==> config.mk <==
export PLATFORM = sky130hd
export DESIGN_NAME = cache_bringup_seq
export DESIGN_NICKNAME = d
export VERILOG_FILES = /design/src/rtl/cbs_pkg.sv /design/src/rtl/cbs_down_ctr.sv /design/src/rtl/cbs_word_gen.sv /design/src/rtl/cache_bringup_seq.sv
export SDC_FILE = /design/constraint.sdc
export NUM_CORES = 1
export LEC_CHECK = 0
export BUFFER_PORTS_ARGS = -buffer_cell sky130_fd_sc_hd__buf_2
export CORE_ASPECT_RATIO = 0.8
export CORE_MARGIN = 2
export CORE_UTILIZATION = 50
export CTS_BUF_LIST = sky130_fd_sc_hd__clkbuf_16
export DETAILED_ROUTE_END_ITERATION = 12
export PLACE_DENSITY = 0.78
export SLEW_MARGIN = 20
export SYNTH_ARGS = -nofsm -noshare
export SYNTH_HDL_FRONTEND = slang
export SYNTH_SLANG_ARGS = --single-unit
==> constraint.sdc <==
create_clock -name clk -period 5.3 [get_ports clk]
set_input_delay 1.06 -clock clk [delete_from_list [all_inputs] [get_ports clk]]
set_output_delay 1.06 -clock clk [all_outputs]
set_load 0.02 [all_outputs]
==> src/rtl/cbs_pkg.sv <==
package cbs_pkg;

    localparam int WORD_W = 32;

    localparam logic [WORD_W-1:0] EN_BIT    = 32'h8000_0000;
    localparam logic [WORD_W-1:0] PAR_BIT   = 32'h4000_0000;
    localparam logic [WORD_W-1:0] INV_BIT   = 32'h0000_0400;
    localparam logic [WORD_W-1:0] CLKEN_BIT = 32'h0000_0008;
    localparam logic [WORD_W-1:0] MARK_BIT  = 32'h0400_0000;
    localparam logic [WORD_W-1:0] RSVD_MASK = 32'h0400_0180;

    typedef enum logic [3:0] {
        S_IDLE,
        S_BASE,
        S_MARK,
        S_CLKON,
        S_INV,
        S_POLL,
        S_CLKOFF,
        S_OFFWAIT,
        S_ENABLE,
        S_ONWAIT,
        S_STAB,
        S_FIN
    } seq_state_t;

endpackage

==> src/rtl/cbs_down_ctr.sv <==
module cbs_down_ctr #(
    parameter int CW = 8
) (
    input  logic          clk,
    input  logic          rst,
    input  logic          load,
    input  logic [CW-1:0] load_val,
    input  logic          dec,
    output logic          zero
);
    logic [CW-1:0] cnt;

    always_ff @(posedge clk) begin
        if (rst)
            cnt <= '0;
        else if (load)
            cnt <= load_val;
        else if (dec && cnt != '0)
            cnt <= cnt - 1'b1;
    end

    assign zero = (cnt == '0);
endmodule

==> src/rtl/cbs_word_gen.sv <==
module cbs_word_gen
    import cbs_pkg::*;
(
    input  logic [WORD_W-1:0] cfg,
    input  logic              short_mode,
    input  seq_state_t        state,
    output logic [WORD_W-1:0] word,
    output logic              is_write
);
    logic [WORD_W-1:0] full_base;
    logic [WORD_W-1:0] short_base;
    logic [WORD_W-1:0] marked;

    assign full_base  = cfg & ~(EN_BIT | PAR_BIT | INV_BIT | CLKEN_BIT | RSVD_MASK);
    assign short_base = cfg & ~(EN_BIT | INV_BIT);
    assign marked     = full_base | MARK_BIT;

    always_comb begin
        word     = '0;
        is_write = 1'b1;
        unique case (state)
            S_BASE:   word = short_mode ? short_base : full_base;
            S_MARK:   word = marked;
            S_CLKON:  word = marked | CLKEN_BIT;
            S_INV:    word = short_mode ? (short_base | INV_BIT)
                                        : (marked | CLKEN_BIT | INV_BIT);
            S_CLKOFF: word = marked;
            S_ENABLE: word = short_mode ? (short_base | EN_BIT)
                                        : (marked | EN_BIT | CLKEN_BIT);
            default:  is_write = 1'b0;
        endcase
    end
endmodule

==> src/rtl/cache_bringup_seq.sv <==
module cache_bringup_seq
    import cbs_pkg::*;
#(
    parameter int OFF_WAIT   = 100,
    parameter int ON_WAIT    = 100,
    parameter int STAB_WAIT  = 64,
    parameter int POLL_LIMIT = 1000
) (
    input  logic        clk,
    input  logic        rst,
    input  logic        start,
    input  logic        mode,
    input  logic [31:0] cfg,
    input  logic        inv_pending,
    output logic [31:0] ctrl_out,
    output logic        ctrl_wr,
    output logic        busy,
    output logic        done,
    output logic        err
);
    localparam int WAIT_MAX = (OFF_WAIT > ON_WAIT) ?
                              ((OFF_WAIT > STAB_WAIT) ? OFF_WAIT : STAB_WAIT) :
                              ((ON_WAIT > STAB_WAIT) ? ON_WAIT : STAB_WAIT);
    localparam int WCW = $clog2(WAIT_MAX + 1);
    localparam int PCW = $clog2(POLL_LIMIT + 1);
    localparam logic [WCW-1:0] OFF_LD  = WCW'(OFF_WAIT - 1);
    localparam logic [WCW-1:0] ON_LD   = WCW'(ON_WAIT - 1);
    localparam logic [WCW-1:0] STAB_LD = WCW'(STAB_WAIT - 1);
    localparam logic [PCW-1:0] POLL_LD = PCW'(POLL_LIMIT - 1);

    seq_state_t        state, state_nx;
    logic [WORD_W-1:0] cfg_q;
    logic              short_q;
    logic [WORD_W-1:0] word;
    logic              is_write;
    logic              accept;
    logic              timeout_hit;

    logic              w_load, w_dec, w_zero;
    logic [WCW-1:0]    w_val;
    logic              p_load, p_dec, p_zero;

    logic [WORD_W-1:0] ctrl_q;
    logic              wr_q;
    logic              err_q;

    assign accept = (state == S_IDLE) && start;

    cbs_word_gen u_word (
        .cfg        (cfg_q),
        .short_mode (short_q),
        .state      (state),
        .word       (word),
        .is_write   (is_write)
    );

    cbs_down_ctr #(.CW(WCW)) u_wait (
        .clk      (clk),
        .rst      (rst),
        .load     (w_load),
        .load_val (w_val),
        .dec      (w_dec),
        .zero     (w_zero)
    );

    cbs_down_ctr #(.CW(PCW)) u_poll (
        .clk      (clk),
        .rst      (rst),
        .load     (p_load),
        .load_val (POLL_LD),
        .dec      (p_dec),
        .zero     (p_zero)
    );

    // state register
    always_ff @(posedge clk) begin
        if (rst) begin
            state   <= S_IDLE;
            cfg_q   <= '0;
            short_q <= 1'b0;
        end else begin
            state <= state_nx;
            if (accept) begin
                cfg_q   <= cfg;
                short_q <= mode;
            end
        end
    end

    // next state and counter control
    always_comb begin
        state_nx    = state;
        w_load      = 1'b0;
        w_val       = '0;
        w_dec       = 1'b0;
        p_load      = 1'b0;
        p_dec       = 1'b0;
        timeout_hit = 1'b0;
        unique case (state)
            S_IDLE:    if (start) state_nx = S_BASE;
            S_BASE: begin
                if (short_q) begin
                    state_nx = S_STAB;
                    w_load   = 1'b1;
                    w_val    = STAB_LD;
                end else begin
                    state_nx = S_MARK;
                end
            end
            S_MARK:    state_nx = S_CLKON;
            S_CLKON:   state_nx = S_INV;
            S_STAB: begin
                if (w_zero) state_nx = S_INV;
                else        w_dec    = 1'b1;
            end
            S_INV: begin
                state_nx = S_POLL;
                p_load   = 1'b1;
            end
            S_POLL: begin
                if (!inv_pending) begin
                    state_nx = short_q ? S_ENABLE : S_CLKOFF;
                end else if (p_zero) begin
                    state_nx    = S_IDLE;
                    timeout_hit = 1'b1;
                end else begin
                    p_dec = 1'b1;
                end
            end
            S_CLKOFF: begin
                state_nx = S_OFFWAIT;
                w_load   = 1'b1;
                w_val    = OFF_LD;
            end
            S_OFFWAIT: begin
                if (w_zero) state_nx = S_ENABLE;
                else        w_dec    = 1'b1;
            end
            S_ENABLE: begin
                if (short_q) begin
                    state_nx = S_FIN;
                end else begin
                    state_nx = S_ONWAIT;
                    w_load   = 1'b1;
                    w_val    = ON_LD;
                end
            end
            S_ONWAIT: begin
                if (w_zero) state_nx = S_FIN;
                else        w_dec    = 1'b1;
            end
            S_FIN:     state_nx = S_IDLE;
            default:   state_nx = S_IDLE;
        endcase
    end

    // registered outputs; the control word is held across reset
    always_ff @(posedge clk) begin
        if (rst) begin
            wr_q  <= 1'b0;
            err_q <= 1'b0;
        end else begin
            wr_q <= is_write;
            if (is_write)
                ctrl_q <= word;
            if (accept)
                err_q <= 1'b0;
            else if (timeout_hit)
                err_q <= 1'b1;
        end
    end

    assign ctrl_out = ctrl_q;
    assign ctrl_wr  = wr_q;
    assign err      = err_q;
    assign busy     = (state != S_IDLE);
    assign done     = (state == S_FIN);

endmodule

Word level (Yosys, flattened, before mapping)
Cells that the tools add are included.
{ "classes": {"add_sub_neg": 2, "eq_ne": 16, "mux": 34, "bitwise_logic": 1, "n_reduce_logical": 18} }
{ "op_table": {"columns": ["operator", "count"], "rows": [
  ["$pmux W32 S5", 1],
  ["$mux W31", 3],
  ["$pmux W4 S11", 1],
  ["$mux W4", 8],
  ["$mux W7", 3],
  ["$pmux W7 S3", 1],
  ["$mux W10", 2],
  ["$eq A4 B3 Y1 const B", 4],
  ["$eq A4 B4 Y1 const B", 4],
  ["$mux W1", 12],
  ["$logic_not A10 Y1", 1],
  ["$reduce_bool A10 Y1", 1],
  ["$sub A10 B1 Y10 const B", 1],
  ["$eq A4 B2 Y1 const B", 2],
  ["$logic_not A7 Y1", 1],
  ["$reduce_bool A7 Y1", 1],
  ["$sub A7 B1 Y7 const B", 1],
  ["$mux W6", 1],
  ["$ne A2 B1 Y1 const B", 3],
  ["$reduce_or A2 Y1", 3],
  ["$reduce_or A6 Y1", 1],
  ["$reduce_and A5 Y1", 1],
  ["$eq A4 B1 Y1 const B", 1],
  ["$logic_not A4 Y1", 1],
  ["10 further kinds", 13]
]} }
{ "word_totals": {"reg_bits": 87, "input_bits": 37, "out_inout_bits": 36, "elab_cells": 80} }

Depth between registers and ports, before layout
{ "logic_depth": {"ltp_word": 7, "depth_mapped": 7, "ltp_nobuf": 7} }

By module
A second synthesis with hierarchy kept.
{ "hier_totals": {"cells_unflattened": 426, "hier_area_um2": 4067.7} }
{ "modules_own_cells": {"columns": ["mod", "n_inst", "cells_each", "area_per_inst_um2", "seq_area_each_um2"], "rows": [
  ["cache_bringup_seq", 1, 247, 2621.3, 1741.7],
  ["cbs_down_ctr (u_poll)", 1, 72, 626.9, 200.2],
  ["cbs_down_ctr (u_wait)", 1, 48, 419.2, 140.1],
  ["cbs_word_gen", 1, 59, 400.4, 0.0]
]} }

Worst setup path before layout
OpenSTA, ideal clock, no wires.
{ "synth_path": {"path_kind": "input port to flip-flop", "from": "input rst", "to": "register ctrl_q[0] (netlist: ctrl_out[0]), enable pin", "setup_time_ps": 421, "arrival_time_ps": 2822, "required_time_ps": 4879, "setup_slack_ps": 2057, "path_stages": 3, "n_path_buf": 2, "cell_sequence": "clkbuf_1 > clkbuf_1 > nor2_1"} }
{ "synth_via": {"elab_chain_cells": 2} }
{ "synth_rtl": {"columns": ["item", "line_no", "rtl"], "rows": [
  ["from (decl)", "cache_bringup_seq.sv:10", "input logic rst,"],
  ["$not A1 Y1 (no source line)", null, null],
  ["$reduce_and A2 Y1 (no source line)", null, null],
  ["to (signal assigned)", "cache_bringup_seq.sv:165", "ctrl_q <= word;"],
  ["to (decl)", "cache_bringup_seq.sv:43", "logic [WORD_W-1:0] ctrl_q;"]
]} }
Every way passes these cells.
A chain may end at the register's enable or synchronous reset.

Worst setup path after layout
{ "layout_path": {"from": "register state[3]", "to": "output done"} }
{ "layout_via": {"elab_chain_cells": 1} }
{ "layout_rtl": {"columns": ["item", "line_no", "rtl"], "rows": [
  ["from (decl)", "cache_bringup_seq.sv:31", "seq_state_t state, state_nx;"],
  ["from (signal assigned)", "cache_bringup_seq.sv:82", "state <= state_nx;"],
  ["$eq A4 B4 Y1", "cache_bringup_seq.sv:177", "assign done = (state == S_FIN);"],
  ["to (decl)", "cache_bringup_seq.sv:18", "output logic done,"]
]} }
Every way passes these cells.

==> impl_metrics.py <==
metrics = {
    "run_status": {
        "status": "finished clean",
    },
    "route": {
        "wl_per_cell_um": 14.54,
        "first_pass_iters": 4,
        "drc": 0,
        "routed_wl_um": 7850,
        "routed_via_density": 5.381,
        "vias": 2906,
        "drtAntennaViolNets": 0,
        "drt_iter0_markers": 180,
    },
    "sta": {
        "slew_viol_final": 0,
        "setup_violations": 0,
        "rsz0062_at_grt": "no",
        "fin_skew_ns": 0.005657,
        "hold_viol": 0,
        "slew_headroom": 0.3774,
        "fin_crit_sh": 0.4936,
        "worst_slew_pin_slew_ns": 0.9318,
        "finalCriticalPeriod_ns": 2.616,
        "totalNegativeSetupSlack_ns": 0,
        "whs_ns": 0.4488,
        "max_freq_ghz": 0.3823,
    },
    "final_layout": {
        "seqCellArea_um2": 2042,
        "antennaDiodeCount": 0,
        "drive_above_1_share": 0.2422,
        "fill_cells": 626,
        "final_cell_area_um2": 4431,
        "syn_to_final_growth_pct": 18.07,
        "multiInputGateArea_um2": 1543,
        "final_nets": 486,
    },
    "logic_synthesis": {
        "synth-edff-count": 32,
        "synth_area_per_cell_um2": 9.797,
        "syn_nets": 424,
        "yosysUniqueCellTypes": 56,
        "async_reset_ff_frac": 0,
        "synth_top_flop_cell": "dfxtp_1",
        "synth-seq-area-share": 0.5442,
        "ys_seq_elements": 86,
        "syn_inst": 383,
        "netlist_area_um2": 3752,
        "synth_warnings": 0,
    },
    "placed_design": {
        "hpwl_um": 5154,
        "portBuffers": 70,
        "gp_congestion": 0.8962,
        "place_area_um2": 4123,
    },
    "floorplanning": {
        "core_um2": 7322,
        "dieArea_um2": 8218,
        "io_pins": 73,
        "start_util": 0.5125,
        "die_h_um": 81.49,
        "die_w_um": 100.9,
        "fp-row-count": 28,
    },
    "run": {
        "drv_cap": 0,
    },
    "global_route": {
        "busiest_layer": "met2",
        "grt_pass1_vias": 2647,
        "grt_max_degree": 59,
        "met1_usage": 0.2442,
        "grt_antenna_before_repair": 0,
        "use_met3": 0.06128,
        "overflow": 0,
        "grt_use_met2": 0.3220,
        "grt_pass1_wl_um": 12320,
        "grtUsageTotal": 0.1930,
    },
    "clock_tree": {
        "numCtsBuffers": 9,
        "cts_resized": 0,
        "cts_setup_buffers": 0,
        "clock_path_buffers": 2,
        "clk_pin_slew_ns": 0.06,
        "clock_sinks": 86,
        "cts_tree": "built",
        "clk_latency_ns": 0.33,
        "cts_root_buf": "clkbuf_16",
        "h-tree-depth": 3,
        "cts_hold_buf": 0,
    },
    "worst_setup_path": {
        "cp-end-kind": "output port",
        "cpMaxStageDelayCell": "dfxtp_1",
        "crit_arrival_ns": 1.56,
        "slowest_delay_ns": 0.65,
        "path_class": "reg2out",
        "worst_setup_path_start_kind": "flip-flop",
        "crit_required_ns": 4.24,
        "crit_fanout": 14,
        "path_cells": "nand2b_1, nor2_1, buf_2",
    },
    "power": {
        "power_density_nw_per_um2": 644.3,
        "ir_drop_uv": 335.5,
        "leakagePower_nw": 1.704,
    },
    "worst_hold_path": {
        "hp-class": "reg2reg",
    },
}
## worst max-delay path: cells and delay by family (launching register included)
family / cells / cell delay [ns]
flops: 1 / 0.65
simple gates: 2 / 0.41
buf+inv: 1 / 0.17
## routing by layer
| metal | wire (um) | vias to the layer above | share of wire |
|---|---|---|---|
| met5 | 0 | - | 0 |
| met4 | 75 | 0 | 0.0096 |
| met3 | 340 | 7 | 0.043 |
| met2 | 3934 | 65 | 0.50 |
| met1 | 3500 | 1379 | 0.45 |
| li1 | - | 1455 | - |
## power by group
part           total [mW]  internal [mW]  switching [mW]
clock               0.642          0.372           0.269
combinational        1.14          0.392           0.751
sequential           1.07          0.929           0.141
total                2.85           1.69            1.16
## state kept, by name, indices dropped and copies added (netlist names)
register    flops
err             1
ctrl_wr         1
ctrl_out       32
cfg_q          30
state           4
u_poll.cnt     10
short_q         1
u_wait.cnt      7
## final timing paths
| kind | endpoint | start | slack [ns] | cells after the start |
|---|---|---|---|---|
| setup / recovery | done | state[3]$_SDFFE_PP0P_ | 2.68 | 3 |
| hold / removal | cfg_q[20]$_SDFFE_PP0P_ | cfg_q[20]$_SDFFE_PP0P_ | 0.45 | 2 |
| setup reg to reg | ctrl_out[8]$_DFFE_PP_ | state[3]$_SDFFE_PP0P_ | 2.86 | 5 |
| hold reg to reg | cfg_q[20]$_SDFFE_PP0P_ | cfg_q[20]$_SDFFE_PP0P_ | 0.45 | 2 |
## cells in the mapped netlist, types with 3 or more instances
library cell | instances | share of area
nor2_1 | 15 | 0.015
dfxtp_1 | 54 | 0.29
o21ai_0 | 7 | 0.0093
nand4_1 | 4 | 0.0067
a31oi_1 | 5 | 0.0083
buf_2 | 8 | 0.011
nand2_2 | 3 | 0.0050
nand4b_1 | 5 | 0.012
nor2b_1 | 28 | 0.047
a311oi_1 | 3 | 0.0070
nand2_1 | 70 | 0.070
ha_1 | 4 | 0.013
edfxtp_1 | 32 | 0.26
xnor2_1 | 3 | 0.0070
nand3_1 | 7 | 0.0093
a21oi_1 | 50 | 0.067
nor3_1 | 5 | 0.0067
a211oi_1 | 3 | 0.0060
xor2_1 | 9 | 0.021
clkbuf_1 | 9 | 0.0090
nand2b_1 | 5 | 0.0083
inv_1 | 10 | 0.010
## stage by stage
step	power (mW)	worst slack, ns	cells	utilization
5_1_grt	3.029	2.541	540	0.6051
2_1_floorplan	1.943	2.057	383	-
6_report	2.854	2.684	540	0.6051
3_3_place_gp	2.184	2.618	524	0.5631
3_5_place_dp	2.220	2.598	524	0.5631
4_1_cts	2.865	2.674	540	0.6051
## placed cells by master (no fill, tap or decap), types with 2 or more instances in the layout
| cell | n |
|---|---|
| nor3_1 | 5 |
| nor4_1 | 2 |
| nand3_1 | 7 |
| and3_1 | 2 |
| or2_2 | 2 |
| buf_2 | 70 |
| nor2b_1 | 28 |
| buf_4 | 4 |
| a21oi_2 | 2 |
| ha_1 | 4 |
| inv_8 | 2 |
| clkinv_1 | 2 |
| nand4b_1 | 5 |
| nand2_2 | 3 |
| o22ai_1 | 2 |
| clkinv_4 | 2 |
| nand2b_1 | 5 |
| nor2_1 | 14 |
| dfxtp_1 | 54 |
| a211oi_1 | 3 |
| xnor2_1 | 3 |
| a31oi_1 | 5 |
| nand2_1 | 70 |
| edfxtp_1 | 32 |
| and2_1 | 2 |
| nand4_1 | 4 |
| a311oi_1 | 3 |
| o21ai_0 | 7 |
| xor2_1 | 9 |
| inv_1 | 10 |
| a221o_1 | 2 |
| a21oi_1 | 50 |
| clkbuf_16 | 9 |
## area by class of cell
class                      instances  area share
sequential                        86      0.4609
multi-input combinational        262      0.3482
timing repair buffer              74     0.08585
clock buffer                       9     0.05083
tap                               90     0.02542
clock inverter                     7     0.01864
inverter                          12     0.01017
## cell families after synthesis
| logic type | after synthesis | share of synthesized area |
|---|---|---|
| fa+ha+maj | 4 | 0.01334 |
| buf+inv | 35 | 0.04668 |
| compound gates | 85 | 0.1460 |
| xor+xnor | 12 | 0.02801 |
| flops | 86 | 0.5442 |
| simple gates | 160 | 0.2187 |
| mux | 1 | 0.003001 |
(Power assumes the default switching activity.)
